`config.mk`:
```
export PLATFORM = sky130hd
export DESIGN_NAME = pwm_phase_gen
export DESIGN_NICKNAME = d
export VERILOG_FILES = /design/src/rtl/pwm_phase_pkg.sv /design/src/rtl/pwm_ctrl_regs.sv /design/src/rtl/pwm_active_set.sv /design/src/rtl/pwm_phase_acc.sv /design/src/rtl/pwm_phase_gen.sv
export SDC_FILE = /design/constraint.sdc
export NUM_CORES = 1
export LEC_CHECK = 0
export BUFFER_PORTS_ARGS = -buffer_cell sky130_fd_sc_hd__buf_2
export CORE_ASPECT_RATIO = 0.5
export CORE_MARGIN = 2
export CORE_UTILIZATION = 56
export CTS_CLUSTER_SIZE = 20
export DETAILED_ROUTE_END_ITERATION = 12
export GPL_TIMING_DRIVEN = 0
export PLACE_DENSITY = 0.82
export SYNTH_ARGS = -nofsm -noshare
export SYNTH_HDL_FRONTEND = slang
export SYNTH_SLANG_ARGS = --single-unit
```
`constraint.sdc`:
```
create_clock -name clk_i -period 3 [get_ports clk_i]
set_input_delay 0.3 -clock clk_i [delete_from_list [all_inputs] [get_ports clk_i]]
set_output_delay 0.3 -clock clk_i [all_outputs]
set_load 0.01 [all_outputs]
```
`src/rtl/pwm_phase_pkg.sv`:
```
package pwm_phase_pkg;
  parameter int unsigned REG_W    = 32;
  parameter int unsigned ACC_W    = 16;
  parameter int unsigned DIV_W    = 8;
  parameter int unsigned EN_BIT   = 31;
  parameter int unsigned UPD_BIT  = 30;
  parameter int unsigned DIV_LSB  = 0;
  parameter int unsigned STEP_LSB = DIV_LSB + DIV_W;

  typedef logic [ACC_W-1:0] step_t;
  typedef logic [DIV_W-1:0] div_t;

  parameter step_t STEP_MAX = step_t'(32'h8002);
endpackage

```
`src/rtl/pwm_ctrl_regs.sv`:
```
module pwm_ctrl_regs
  import pwm_phase_pkg::*;
(
  input  logic             clk_i,
  input  logic             rst_ni,
  input  logic             we_i,
  input  logic [REG_W-1:0] wdata_i,
  input  logic             load_i,
  output logic [REG_W-1:0] rdata_o,
  output logic             en_o,
  output logic             upd_o,
  output step_t            step_o,
  output div_t             div_o
);
  logic [REG_W-1:0] ctrl_q;

  always_ff @(posedge clk_i or negedge rst_ni) begin
    if (!rst_ni)     ctrl_q <= '0;
    else if (we_i)   ctrl_q <= wdata_i;
    else if (load_i) ctrl_q[UPD_BIT] <= 1'b0;  // completion handshake
  end

  assign rdata_o = ctrl_q;
  assign en_o    = ctrl_q[EN_BIT];
  assign upd_o   = ctrl_q[UPD_BIT];
  assign step_o  = ctrl_q[STEP_LSB +: ACC_W];
  assign div_o   = ctrl_q[DIV_LSB +: DIV_W];

  assert_upd_clear_R7: assert property (@(posedge clk_i) disable iff (!rst_ni)
    (load_i && !we_i) |=> !upd_o);

  assert_hold_bits_R2: assert property (@(posedge clk_i) disable iff (!rst_ni)
    !we_i |=> (en_o == $past(en_o)) && $stable(ctrl_q[UPD_BIT-1:0]));

  assert_write_lands_R2: assert property (@(posedge clk_i) disable iff (!rst_ni)
    we_i |=> rdata_o == $past(wdata_i));
endmodule

```
`src/rtl/pwm_active_set.sv`:
```
module pwm_active_set
  import pwm_phase_pkg::*;
#(
  parameter bit SATURATE = 1'b1
) (
  input  logic  clk_i,
  input  logic  rst_ni,
  input  logic  load_i,
  input  step_t step_i,
  input  div_t  div_i,
  output step_t step_o,
  output div_t  div_o
);
  step_t step_lim;
  step_t step_q;
  div_t  div_q;

  generate
    if (SATURATE) begin : g_sat
      assign step_lim = (step_i > STEP_MAX) ? STEP_MAX : step_i;
    end else begin : g_raw
      assign step_lim = step_i;
    end
  endgenerate

  always_ff @(posedge clk_i or negedge rst_ni) begin
    if (!rst_ni) begin
      step_q <= '0;
      div_q  <= '0;
    end else if (load_i) begin
      step_q <= step_lim;
      div_q  <= div_i;
    end
  end

  assign step_o = step_q;
  assign div_o  = div_q;

  assert_active_stable_R6: assert property (@(posedge clk_i) disable iff (!rst_ni)
    !load_i |=> $stable(step_q) && $stable(div_q));

  generate
    if (SATURATE) begin : g_chk
      assert_step_limit_R8: assert property (@(posedge clk_i) disable iff (!rst_ni)
        step_q <= STEP_MAX);
    end
  endgenerate
endmodule

```
`src/rtl/pwm_phase_acc.sv`:
```
module pwm_phase_acc
  import pwm_phase_pkg::*;
(
  input  logic  clk_i,
  input  logic  rst_ni,
  input  logic  en_i,
  input  step_t step_i,
  output step_t acc_o,
  output logic  wrap_o
);
  step_t            acc_q;
  logic [ACC_W:0]   sum;

  assign sum    = {1'b0, acc_q} + {1'b0, step_i};
  assign wrap_o = en_i & sum[ACC_W];

  always_ff @(posedge clk_i or negedge rst_ni) begin
    if (!rst_ni)    acc_q <= '0;
    else if (!en_i) acc_q <= '0;
    else            acc_q <= sum[ACC_W-1:0];
  end

  assign acc_o = acc_q;

  assert_idle_zero_R3: assert property (@(posedge clk_i) disable iff (!rst_ni)
    !en_i |=> acc_q == '0);

  assert_advance_R4: assert property (@(posedge clk_i) disable iff (!rst_ni)
    en_i |=> acc_q == step_t'($past(acc_q) + $past(step_i)));
endmodule

```
`src/rtl/pwm_phase_gen.sv`:
```
module pwm_phase_gen
  import pwm_phase_pkg::*;
#(
  parameter bit SATURATE = 1'b1
) (
  input  logic             clk_i,
  input  logic             rst_ni,
  input  logic             reg_we_i,
  input  logic [REG_W-1:0] reg_wdata_i,
  output logic [REG_W-1:0] reg_rdata_o,
  output logic             pwm_o
);
  logic  en, upd, wrap, load;
  step_t sh_step, act_step, acc;
  div_t  sh_div, act_div;

  // idle generator has no period to protect: load at once
  assign load = upd & (wrap | ~en);

  pwm_ctrl_regs u_regs (
    .clk_i   (clk_i),
    .rst_ni  (rst_ni),
    .we_i    (reg_we_i),
    .wdata_i (reg_wdata_i),
    .load_i  (load),
    .rdata_o (reg_rdata_o),
    .en_o    (en),
    .upd_o   (upd),
    .step_o  (sh_step),
    .div_o   (sh_div)
  );

  pwm_active_set #(.SATURATE(SATURATE)) u_active (
    .clk_i  (clk_i),
    .rst_ni (rst_ni),
    .load_i (load),
    .step_i (sh_step),
    .div_i  (sh_div),
    .step_o (act_step),
    .div_o  (act_div)
  );

  pwm_phase_acc u_acc (
    .clk_i  (clk_i),
    .rst_ni (rst_ni),
    .en_i   (en),
    .step_i (act_step),
    .acc_o  (acc),
    .wrap_o (wrap)
  );

  assign pwm_o = en & (acc[ACC_W-1 -: DIV_W] >= act_div);

  assert_out_gated_R3: assert property (@(posedge clk_i) disable iff (!rst_ni)
    pwm_o |-> en);

  assert_load_aligned_R6: assert property (@(posedge clk_i) disable iff (!rst_ni)
    (load && en) |-> wrap);
endmodule

```
==> results.sh, run 1 <==
export IMPL_rrSetupSlack_ns=0.28
export IMPL_pin_count=68
export IMPL_syn_num_nets=376
export IMPL_layout_drive_gt1_share=0.352
export IMPL_power_internal_uw=2480
export IMPL_hp_class="primary input to asynchronous set/reset pin"
export IMPL_postRouteAntennaNets=0
export IMPL_clockPowerShare=0.252
export IMPL_synthFlopType="dfrtp_1"
export IMPL_floorplan_initialDensity=0.599
export IMPL_gp_congestion=0.899
export IMPL_cts_max_path_buffers=2
export IMPL_async_flop_share=1.00
export IMPL_endpoint_kind="register"
export IMPL_wl_per_cell_um=17.5
export IMPL_antenna_found_initial=0
export IMPL_track_usage=0.257
export IMPL_dp_hpwl_mm=6.30
export IMPL_grt_util_met1=0.345
export IMPL_syn_instance_count=316
export IMPL_worstMarginPinSlew_ns=0.890
export IMPL_fmaxAchievable_ghz=0.368
export IMPL_yosys_warnings=0
export IMPL_ys_seq_area_frac=0.481
export IMPL_vias=2687
export IMPL_dp_cells=470
export IMPL_max_cap_viol_count=0
export IMPL_grt_pass1_vias=2681
export IMPL_synth_compound_area_share=0.0919
export IMPL_buffer_ports_inserted=66
export IMPL_synth_top_area_share=0.481
export IMPL_drc=0
export IMPL_synth_top_family_by_area="multiplexers"
export IMPL_synth_edf_count=0
export IMPL_powerDensity_nw_per_um2=868
export IMPL_p_sw_uw=1390
export IMPL_path_max_fanout=10
export IMPL_cts_tree="built"
export IMPL_timing_rr_end="u_active.div_o[0]$_DFFE_PN0P_"
export IMPL_nNetsFinal=453
export IMPL_synth_fa_ha_area_frac=0.0855
export IMPL_peakVddDrop_mv=0.492
export IMPL_use_met2=0.419
export IMPL_yosysMostFrequentCell="dfrtp_1"
export IMPL_reg2reg_depth=9
export IMPL_post_cts_buffers=0
export IMPL_fin_cells=486
export IMPL_cts_buffers=9
export IMPL_synth_mux_area_frac=0.188
export IMPL_worstReg2RegStart="u_active.step_o[0]$_DFFE_PN0P_"
export IMPL_finalCritPeriodShare=0.906
export IMPL_yosys_top_cells_area="dfrtp_1 48%, mux2_2 10%, ha_1 8.0%, mux2_4 6.4%, a21oi_1 2.3%"
export IMPL_synth_common_cells="72 x dfrtp_1, 34 x mux2_2, 24 x ha_1"
export IMPL_synthSimpleGateAreaFrac=0.0919
export IMPL_clk_pin_slew_worst_paths_ns=0.06
export IMPL_synth_xor_area_frac=0.0210
export IMPL_rows=20
export IMPL_slew_headroom=0.407
export IMPL_combPwrFrac=0.373
export IMPL_leakage_uw=0.00224
export IMPL_crit_type="register to register"
export IMPL_power_frac_seq=0.375
export IMPL_synth_avg_cell_area_sq_um=11.9
export IMPL_wl_mm=8.50
export IMPL_netSwitchingFraction=0.359
export IMPL_drtIter0Drc=101
export IMPL_cp_start_kind="register"
export IMPL_die_w_um=120
export IMPL_fp_coreArea_sq_um=6260
export IMPL_yosys_cell_types_count=44
export IMPL_cts_hold_fix_buffers=0
export IMPL_grt_setup_unrepaired="no"
export IMPL_cts_max_level=3
export IMPL_clk_latency_ns=0.34
export IMPL_clock_sinks=72
export IMPL_die_y_um=61.8
export IMPL_cts_resized=0
export IMPL_skew_ns=0.00748
export IMPL_drtPass1Iterations=4
export IMPL_arrival_ns=2.93
export IMPL_grt_pass1_wl_mm=14.0
export IMPL_startpoint="u_active.step_o[0]$_DFFE_PN0P_"
export IMPL_grt_ovfl_total=0
export IMPL_drv_slew=0
export IMPL_setup_tns_ns=0
export IMPL_synth_cell_area_sq_um=3740
export IMPL_ys_ff_latch=72
export IMPL_root_buffer="clkbuf_16"
export IMPL_cp_required_ns=3.22
export IMPL_area_delta_synth_final_pct=19.1
export IMPL_use_met3=0.0639
export IMPL_synth_area_leader_cell="dfrtp_1"
export IMPL_n_antenna_cell=0
export IMPL_hold_viol=0
export IMPL_setup_viol=0
export IMPL_final_min_clock_period_ns=2.72
export IMPL_outcome="finished, final reports clean"
export IMPL_via_per_inst=5.53
export IMPL_grt_busiest_layer="met2"
export IMPL_grt_max_degree=73
export IMPL_die_area_sq_um=7400
layout make-up:
| type | count | area, sq um |
|---|---|---|
| timing repair buffer | 66 | 333 |
| tap | 88 | 110 |
| fill | 428 | 1800 |
| multi-input combinational | 212 | 1790 |
| inverter | 18 | 67.6 |
| clock buffer | 10 | 229 |
| clock inverter | 6 | 42.5 |
| buffer | 14 | 85.1 |
| sequential | 72 | 1800 |
cell families after synthesis:
| group | count (synthesis) |
|---|---|
| DFF | 72 |
| and+or+nand+nor | 68 |
| muxes | 58 |
| AOI/OAI and AO/OA | 52 |
| buffers and inverters | 32 |
| adders and majority gates | 25 |
| xor gates and xnor gates | 9 |
registers in the layout, indices dropped and copies added, names as in the netlist:
signal	count
u_regs.rdata_o	32
u_acc.acc_o	16
u_active.step_o	16
u_active.div_o	8
worst max-delay path, cell delays in order (launching register included):
cell      delay (ns)
dfrtp_1         0.39
ha_1            0.24
fa_1            0.45
a211oi_2        0.24
o21ai_2         0.13
a31oi_1         0.24
o22a_1          0.25
buf_6           0.16
buf_6           0.18
mux2_4          0.31
stage by stage:
stage | util | hold slack, ns | total power, uW | setup slack [ns] | cell area [sq um]
finish | 0.713 | 0.0778 | 3870 | 0.283 | 4460
global route | 0.713 | 0.164 | 4130 | 0.121 | 4460
CTS | 0.713 | 0.113 | 3880 | 0.300 | 4460
detailed placement | 0.669 | 0.480 | 2880 | 0.347 | 4190
global placement | 0.669 | 0.489 | 2800 | 0.356 | 4190
floorplan | - | 0.00441 | 2470 | 0.573 | 3740
layer usage:
metal / vias to the layer above / share of wire
met3: 12 / 0.057
met1: 1318 / 0.47
li1: 1275 / -
met2: 82 / 0.45
met5: - / 0
met4: 0 / 0.017
placed cells by master (no fill, tap or decap), types with 5 or more instances in the layout:
cell type / count
o21ai_0: 8
inv_1: 18
nand2_1: 20
xnor2_1: 5
dfrtp_1: 72
nor2b_1: 11
nand2b_1: 6
a21o_1: 6
mux2_2: 34
clkbuf_1: 8
clkbuf_16: 9
mux2_4: 16
a21oi_1: 17
mux2i_1: 8
nor2_1: 12
buf_2: 67
ha_1: 24
worst max path at each step:
stage          depth (start not counted)                            end  slack (ns)
2_1_floorplan                          9  u_active.div_o[0]$_DFFE_PN0P_        0.57
3_3_place_gp                           9  u_active.div_o[7]$_DFFE_PN0P_        0.36
3_5_place_dp                           9  u_active.div_o[0]$_DFFE_PN0P_        0.35
4_1_cts                                9  u_active.div_o[2]$_DFFE_PN0P_        0.30
5_1_grt                                9  u_active.div_o[1]$_DFFE_PN0P_        0.12
6_report                               9  u_active.div_o[0]$_DFFE_PN0P_        0.28
power by group through the flow:
stage | clock [uW] | sequential, uW | combinational [uW]
global placement | 0 | 1440 | 1360
CTS | 992 | 1450 | 1440
global route | 1030 | 1480 | 1620
detailed placement | 0 | 1460 | 1420
floorplan | 0 | 1390 | 1090
finish | 976 | 1450 | 1440
Note: power is estimated with default switching activity, not from simulation.
==> inputs of run 2 (changes only) <==
CORE_UTILIZATION = 51   (was 56)
PLACE_DENSITY = 0.76   (was 0.82)
==> run 2 against run 1 <==
Against the previous run:
- fmax down 3.0%
- largest power group is now combinational cells
- critical path type unchanged
- routed wire length is 1.4% lower
- register-to-register slack worse by 0.08 ns
- total power grew 1.5%
- clock power increased by 5%
- worst setup slack got worse by 0.084 ns
==> results.sh, run 2 (synthesis gave the netlist of run 1 again) <==
export IMPL_gp_congestion=0.901
export IMPL_layout_common_cells="72 x dfrtp_1, 67 x buf_2, 34 x mux2_2"
export IMPL_die_y_um=64.6
export IMPL_grt_ovfl_total=0
export IMPL_grt_max_degree=73
export IMPL_critPathSlowestCell="fa_1"
export IMPL_clk_pin_slew_worst_paths_ns=0.06
export IMPL_vias=2690
export IMPL_endpoint_kind="register"
export IMPL_drc=0
export IMPL_cts_buffers=9
export IMPL_n_antenna_cell=0
export IMPL_largest_reg_flops=32
export IMPL_outcome="finished, final reports clean"
export IMPL_final_common_cell="dfrtp_1"
export IMPL_rrSetupSlack_ns=0.20
export IMPL_slew_headroom=0.406
export IMPL_worstMarginPinSlew_ns=0.891
export IMPL_cts_hold_fix_buffers=0
export IMPL_cp_start_kind="register"
export IMPL_drv_slew=0
export IMPL_worstReg2RegStart="u_active.step_o[0]$_DFFE_PN0P_"
export IMPL_antenna_found_initial=0
export IMPL_rows=22
export IMPL_floorplan_initialDensity=0.519
export IMPL_wl_mm=8.38
export IMPL_nNetsFinal=453
export IMPL_die_area_sq_um=8090
export IMPL_cts_max_level=3
export IMPL_fp_coreArea_sq_um=7210
export IMPL_peakVddDrop_mv=0.363
export IMPL_cts_max_path_buffers=2
export IMPL_arrival_ns=3.02
export IMPL_drtPass1Iterations=4
export IMPL_crit_buf_inv=2
export IMPL_setup_ws_ns=0.199
export IMPL_power_internal_uw=2510
export IMPL_clock_sinks=72
export IMPL_cp_required_ns=3.21
export IMPL_drtIter0Drc=155
export IMPL_timing_rr_end="u_active.step_o[1]$_DFFE_PN0P_"
export IMPL_multiInputGateArea_sq_um=1790
export IMPL_fmaxAchievable_ghz=0.357
export IMPL_grt_setup_unrepaired="no"
export IMPL_path_cells="ha_1 > fa_1 > a211oi_2 > o21ai_2 > a31oi_1 > o22a_1 > buf_6 > buf_6 > mux2_4"
export IMPL_clk_latency_ns=0.33
export IMPL_pin_count=68
export IMPL_setup_viol=0
export IMPL_powerDensity_nw_per_um2=875
export IMPL_netSwitchingFraction=0.359
export IMPL_root_buffer="clkbuf_16"
export IMPL_grt_pass1_vias=2822
export IMPL_setup_tns_ns=0
export IMPL_dp_hpwl_mm=6.21
export IMPL_dp_slack_ns=0.254
export IMPL_skew_ns=0.00743
export IMPL_via_per_inst=5.45
export IMPL_hp_class="primary input to asynchronous set/reset pin"
export IMPL_grt_pass1_wl_mm=14.1
export IMPL_cts_resized=0
export IMPL_crit_type="register to register"
export IMPL_layout_drive_gt1_share=0.354
export IMPL_buffer_ports_inserted=66
export IMPL_crit_path_max_incr_delay_ns=0.45
export IMPL_reg2reg_depth=9
export IMPL_cts_tree="built"
export IMPL_clockPowerShare=0.260
export IMPL_p_sw_uw=1410
export IMPL_fill_cells=569
export IMPL_die_w_um=125
export IMPL_postRouteAntennaNets=0
export IMPL_path_max_fanout=10
export IMPL_hold_viol=0
export IMPL_path_delay_family="compound AO/OA/AOI/OAI gates"
export IMPL_regArea_sq_um=1800
export IMPL_combPwrFrac=0.371
export IMPL_post_cts_buffers=0
export IMPL_final_min_clock_period_ns=2.80
export IMPL_track_usage=0.224
export IMPL_area_delta_synth_final_pct=19.8
export IMPL_max_cap_viol_count=0
export IMPL_wl_per_cell_um=17.0
export IMPL_crit_top_cell="buf_6"
export IMPL_leakage_uw=0.00225
export IMPL_power_frac_seq=0.369
export IMPL_finalCritPeriodShare=0.934
## run 2: how the worst max path moves through the flow
stage | startpoint | end | slack (ns) | depth (start not counted)
5_1_grt | u_active.step_o[0]$_DFFE_PN0P_ | u_active.step_o[1]$_DFFE_PN0P_ | 0.1 | 9
4_1_cts | u_active.step_o[0]$_DFFE_PN0P_ | u_active.step_o[1]$_DFFE_PN0P_ | 0.22 | 9
3_3_place_gp | u_active.step_o[0]$_DFFE_PN0P_ | u_active.div_o[7]$_DFFE_PN0P_ | 0.33 | 9
2_1_floorplan | u_active.step_o[0]$_DFFE_PN0P_ | u_active.div_o[0]$_DFFE_PN0P_ | 0.57 | 9
3_5_place_dp | u_active.step_o[0]$_DFFE_PN0P_ | u_active.step_o[1]$_DFFE_PN0P_ | 0.25 | 9
6_report | u_active.step_o[0]$_DFFE_PN0P_ | u_active.step_o[1]$_DFFE_PN0P_ | 0.20 | 9
## run 2: through the flow
stage | power [uW] | util | instance area (sq um) | hold WS [ns] | cells
2_1_floorplan | 2470 | - | 3740 | 0.00441 | 316
3_3_place_gp | 2810 | 0.582 | 4200 | 0.489 | 478
3_5_place_dp | 2880 | 0.582 | 4200 | 0.490 | 478
4_1_cts | 3930 | 0.622 | 4490 | 0.130 | 494
5_1_grt | 4190 | 0.622 | 4490 | 0.173 | 494
6_report | 3930 | 0.622 | 4490 | 0.0792 | 494
## run 2: per-layer routing
metal | GRT usage | routed length [um] | vias to the layer above
li1 | - | - | 1272
met3 | 0.0562 | 388 | 23
met1 | 0.311 | 4130 | 1311
met4 | 0.0611 | 152 | 0
met5 | 0 | 0 | -
met2 | 0.355 | 3710 | 84
## run 2: power groups by stage
stage / Clock [uW] / Combinational (uW) / Sequential, uW
6_report: 1020 / 1460 / 1450
5_1_grt: 1080 / 1630 / 1470
4_1_cts: 1040 / 1450 / 1440
3_5_place_dp: 0 / 1420 / 1460
3_3_place_gp: 0 / 1370 / 1440
2_1_floorplan: 0 / 1090 / 1390
## run 2: cell type report
type	instances	area share
Multi-Input combinational cell	212	0.399
Timing Repair Buffer	66	0.0742
Tap cell	96	0.0268
Sequential cell	72	0.401
Inverter	18	0.0151
Clock inverter	6	0.0114
Clock buffer	10	0.0532
Buffer	14	0.0190
==> inputs of run 3 (changes only) <==
CORE_UTILIZATION = 35   (was 51)
CTS_CLUSTER_SIZE = default   (was 20)
PLACE_DENSITY = 0.56   (was 0.76)
REMOVE_ABC_BUFFERS = 1   (was default)
==> run 3 against run 2 <==
Against the previous run:
- routed wire length is 7.7% lower
- worst hold slack better by 0.021 ns
- core utilization is 19 points lower
- global-route usage is 8.1 points lower
- die area is 43% higher
- sequential cell count stayed put
- register-to-register slack better by 0.04 ns
- via count is 5.0% lower
- critical path type unchanged
- largest cell class unchanged
==> results.sh, run 3 (synthesis gave the netlist of run 1 again) <==
export IMPL_clk_pin_slew_worst_paths_ns=0.06
export IMPL_drc=0
export IMPL_n_antenna_cell=0
export IMPL_power_frac_seq=0.360
export IMPL_vias=2556
export IMPL_slew_headroom=0.398
export IMPL_power_internal_uw=2650
export IMPL_finalCritPeriodShare=0.919
export IMPL_cp_required_ns=3.21
export IMPL_peakVddDrop_mv=0.350
export IMPL_buffer_ports_inserted=67
export IMPL_worstMarginPinSlew_ns=0.903
export IMPL_finalPower_uw=3940
export IMPL_cts_max_level=3
export IMPL_final_min_clock_period_ns=2.76
export IMPL_grt_pass1_vias=2677
export IMPL_layout_drive_gt1_share=0.353
export IMPL_nNetsFinal=440
export IMPL_setup_ws_ns=0.243
export IMPL_critPathSlowestCell="o22a_4"
export IMPL_largest_reg_flops=32
export IMPL_floorplan_initialDensity=0.363
export IMPL_crit_path_max_incr_delay_ns=0.51
export IMPL_cp_start_kind="register"
export IMPL_dp_slack_ns=-0.464
export IMPL_grt_pass1_wl_mm=13.1
export IMPL_dp_cells=509
export IMPL_die_area_sq_um=11600
export IMPL_path_cells="ha_1 > fa_1 > a211oi_2 > o21ai_2 > a31oi_1 > o22a_4 > mux2_2"
export IMPL_crit_type="register to register"
export IMPL_postRouteAntennaNets=0
export IMPL_combPwrFrac=0.351
export IMPL_dp_hpwl_mm=5.65
export IMPL_die_y_um=77.1
export IMPL_grt_setup_unrepaired="no"
export IMPL_clock_sinks=72
export IMPL_fp_coreArea_sq_um=10300
export IMPL_cts_tree="built"
export IMPL_layout_common_cells="72 x dfrtp_1, 66 x buf_2, 34 x mux2_2"
export IMPL_netSwitchingFraction=0.329
export IMPL_path_max_fanout=24
export IMPL_outcome="finished, final reports clean"
export IMPL_path_delay_family="compound AO/OA/AOI/OAI gates"
export IMPL_hold_viol=0
export IMPL_wl_per_cell_um=14.7
export IMPL_area_delta_synth_final_pct=20.2
export IMPL_setup_tns_ns=0
export IMPL_leakage_uw=0.00223
export IMPL_wl_mm=7.73
export IMPL_skew_ns=0.00780
export IMPL_grt_ovfl_total=0
export IMPL_setup_viol=0
export IMPL_drtPass1Iterations=4
export IMPL_clk_latency_ns=0.33
export IMPL_root_buffer="clkbuf_16"
export IMPL_hp_class="primary input to asynchronous set/reset pin"
export IMPL_cts_max_path_buffers=2
export IMPL_cts_buffers=9
export IMPL_fmaxAchievable_ghz=0.363
export IMPL_die_w_um=150
export IMPL_fin_util=0.437
export IMPL_powerDensity_nw_per_um2=875
export IMPL_pin_count=68
export IMPL_via_per_inst=4.87
export IMPL_endpoint_kind="register"
export IMPL_drv_slew=0
export IMPL_p_sw_uw=1300
export IMPL_fin_cells=525
export IMPL_track_usage=0.143
export IMPL_gp_congestion=0.883
export IMPL_antenna_found_initial=0
export IMPL_grt_max_degree=73
export IMPL_rows=26
export IMPL_arrival_ns=2.96
export IMPL_drtIter0Drc=131
export IMPL_crit_buf_inv=0
export IMPL_final_common_cell="dfrtp_1"
export IMPL_max_cap_viol_count=0
export IMPL_clockPowerShare=0.289
run 3: layer usage:
metal | up-vias | global-route usage | wire length (um)
met3 | 8 | 0.0375 | 209
met2 | 35 | 0.235 | 3700
met4 | 0 | 0.0349 | 63
met1 | 1261 | 0.189 | 3760
li1 | 1252 | - | -
met5 | - | 0 | 0
run 3: stage by stage:
step	hold slack (ns)	instance area [sq um]
floorplan	0.00441	3660
global placement	0.486	4170
detailed placement	0.491	4170
CTS	0.141	4500
global route	0.168	4500
finish	0.100	4500
run 3: final timing paths:
check | startpoint | depth (start not counted) | slack [ns] | endpoint
setup / recovery | u_active.step_o[0]$_DFFE_PN0P_ | 7 | 0.24 | u_active.step_o[13]$_DFFE_PN0P_
hold / removal | rst_ni | 1 | 0.10 | u_regs.rdata_o[26]$_DFFE_PN0P_
setup reg to reg | u_active.step_o[0]$_DFFE_PN0P_ | 7 | 0.24 | u_active.step_o[13]$_DFFE_PN0P_
hold reg to reg | u_regs.rdata_o[26]$_DFFE_PN0P_ | 1 | 0.50 | u_regs.rdata_o[26]$_DFFE_PN0P_
max in group asynchronous | rst_ni | 1 | 2.31 | u_active.step_o[1]$_DFFE_PN0P_
min in group clk_i | reg_wdata_i[30] | 3 | 0.17 | u_regs.rdata_o[30]$_DFFE_PN0P_
run 3: area by class of cell:
type	count	area, sq um
Clock buffer	10	239
Clock inverter	6	82.6
Fill cell	968	5810
Inverter	18	67.6
Multi-Input combinational cell	212	1800
Sequential cell	72	1800
Tap cell	140	175
Timing Repair Buffer	67	338
run 3: worst reg2reg max path, stage by stage, from the launching register on:
cell	delay, ns
dfrtp_1	0.38
ha_1	0.23
fa_1	0.43
a211oi_2	0.24
o21ai_2	0.14
a31oi_1	0.31
o22a_4	0.51
mux2_2	0.40
run 3: repair_timing:
| item | 4_1_cts | 5_1_grt |
|---|---|---|
| resized for setup | 1 | 1 |
| hold buffers | 0 | 0 |
| pin swaps | 0 | 0 |
| buffers inserted | 0 | 0 |
| endpoints found under the setup margin | 24 | 21 |
run 3: power groups by stage:
stage          registers [uW]  logic, uW  clock network, uW
5_1_grt                  1450       1580               1230
2_1_floorplan            1390       1060                  0
6_report                 1420       1380               1140
4_1_cts                  1430       1390               1170
3_5_place_dp             1440       1380                  0
3_3_place_gp             1430       1350                  0
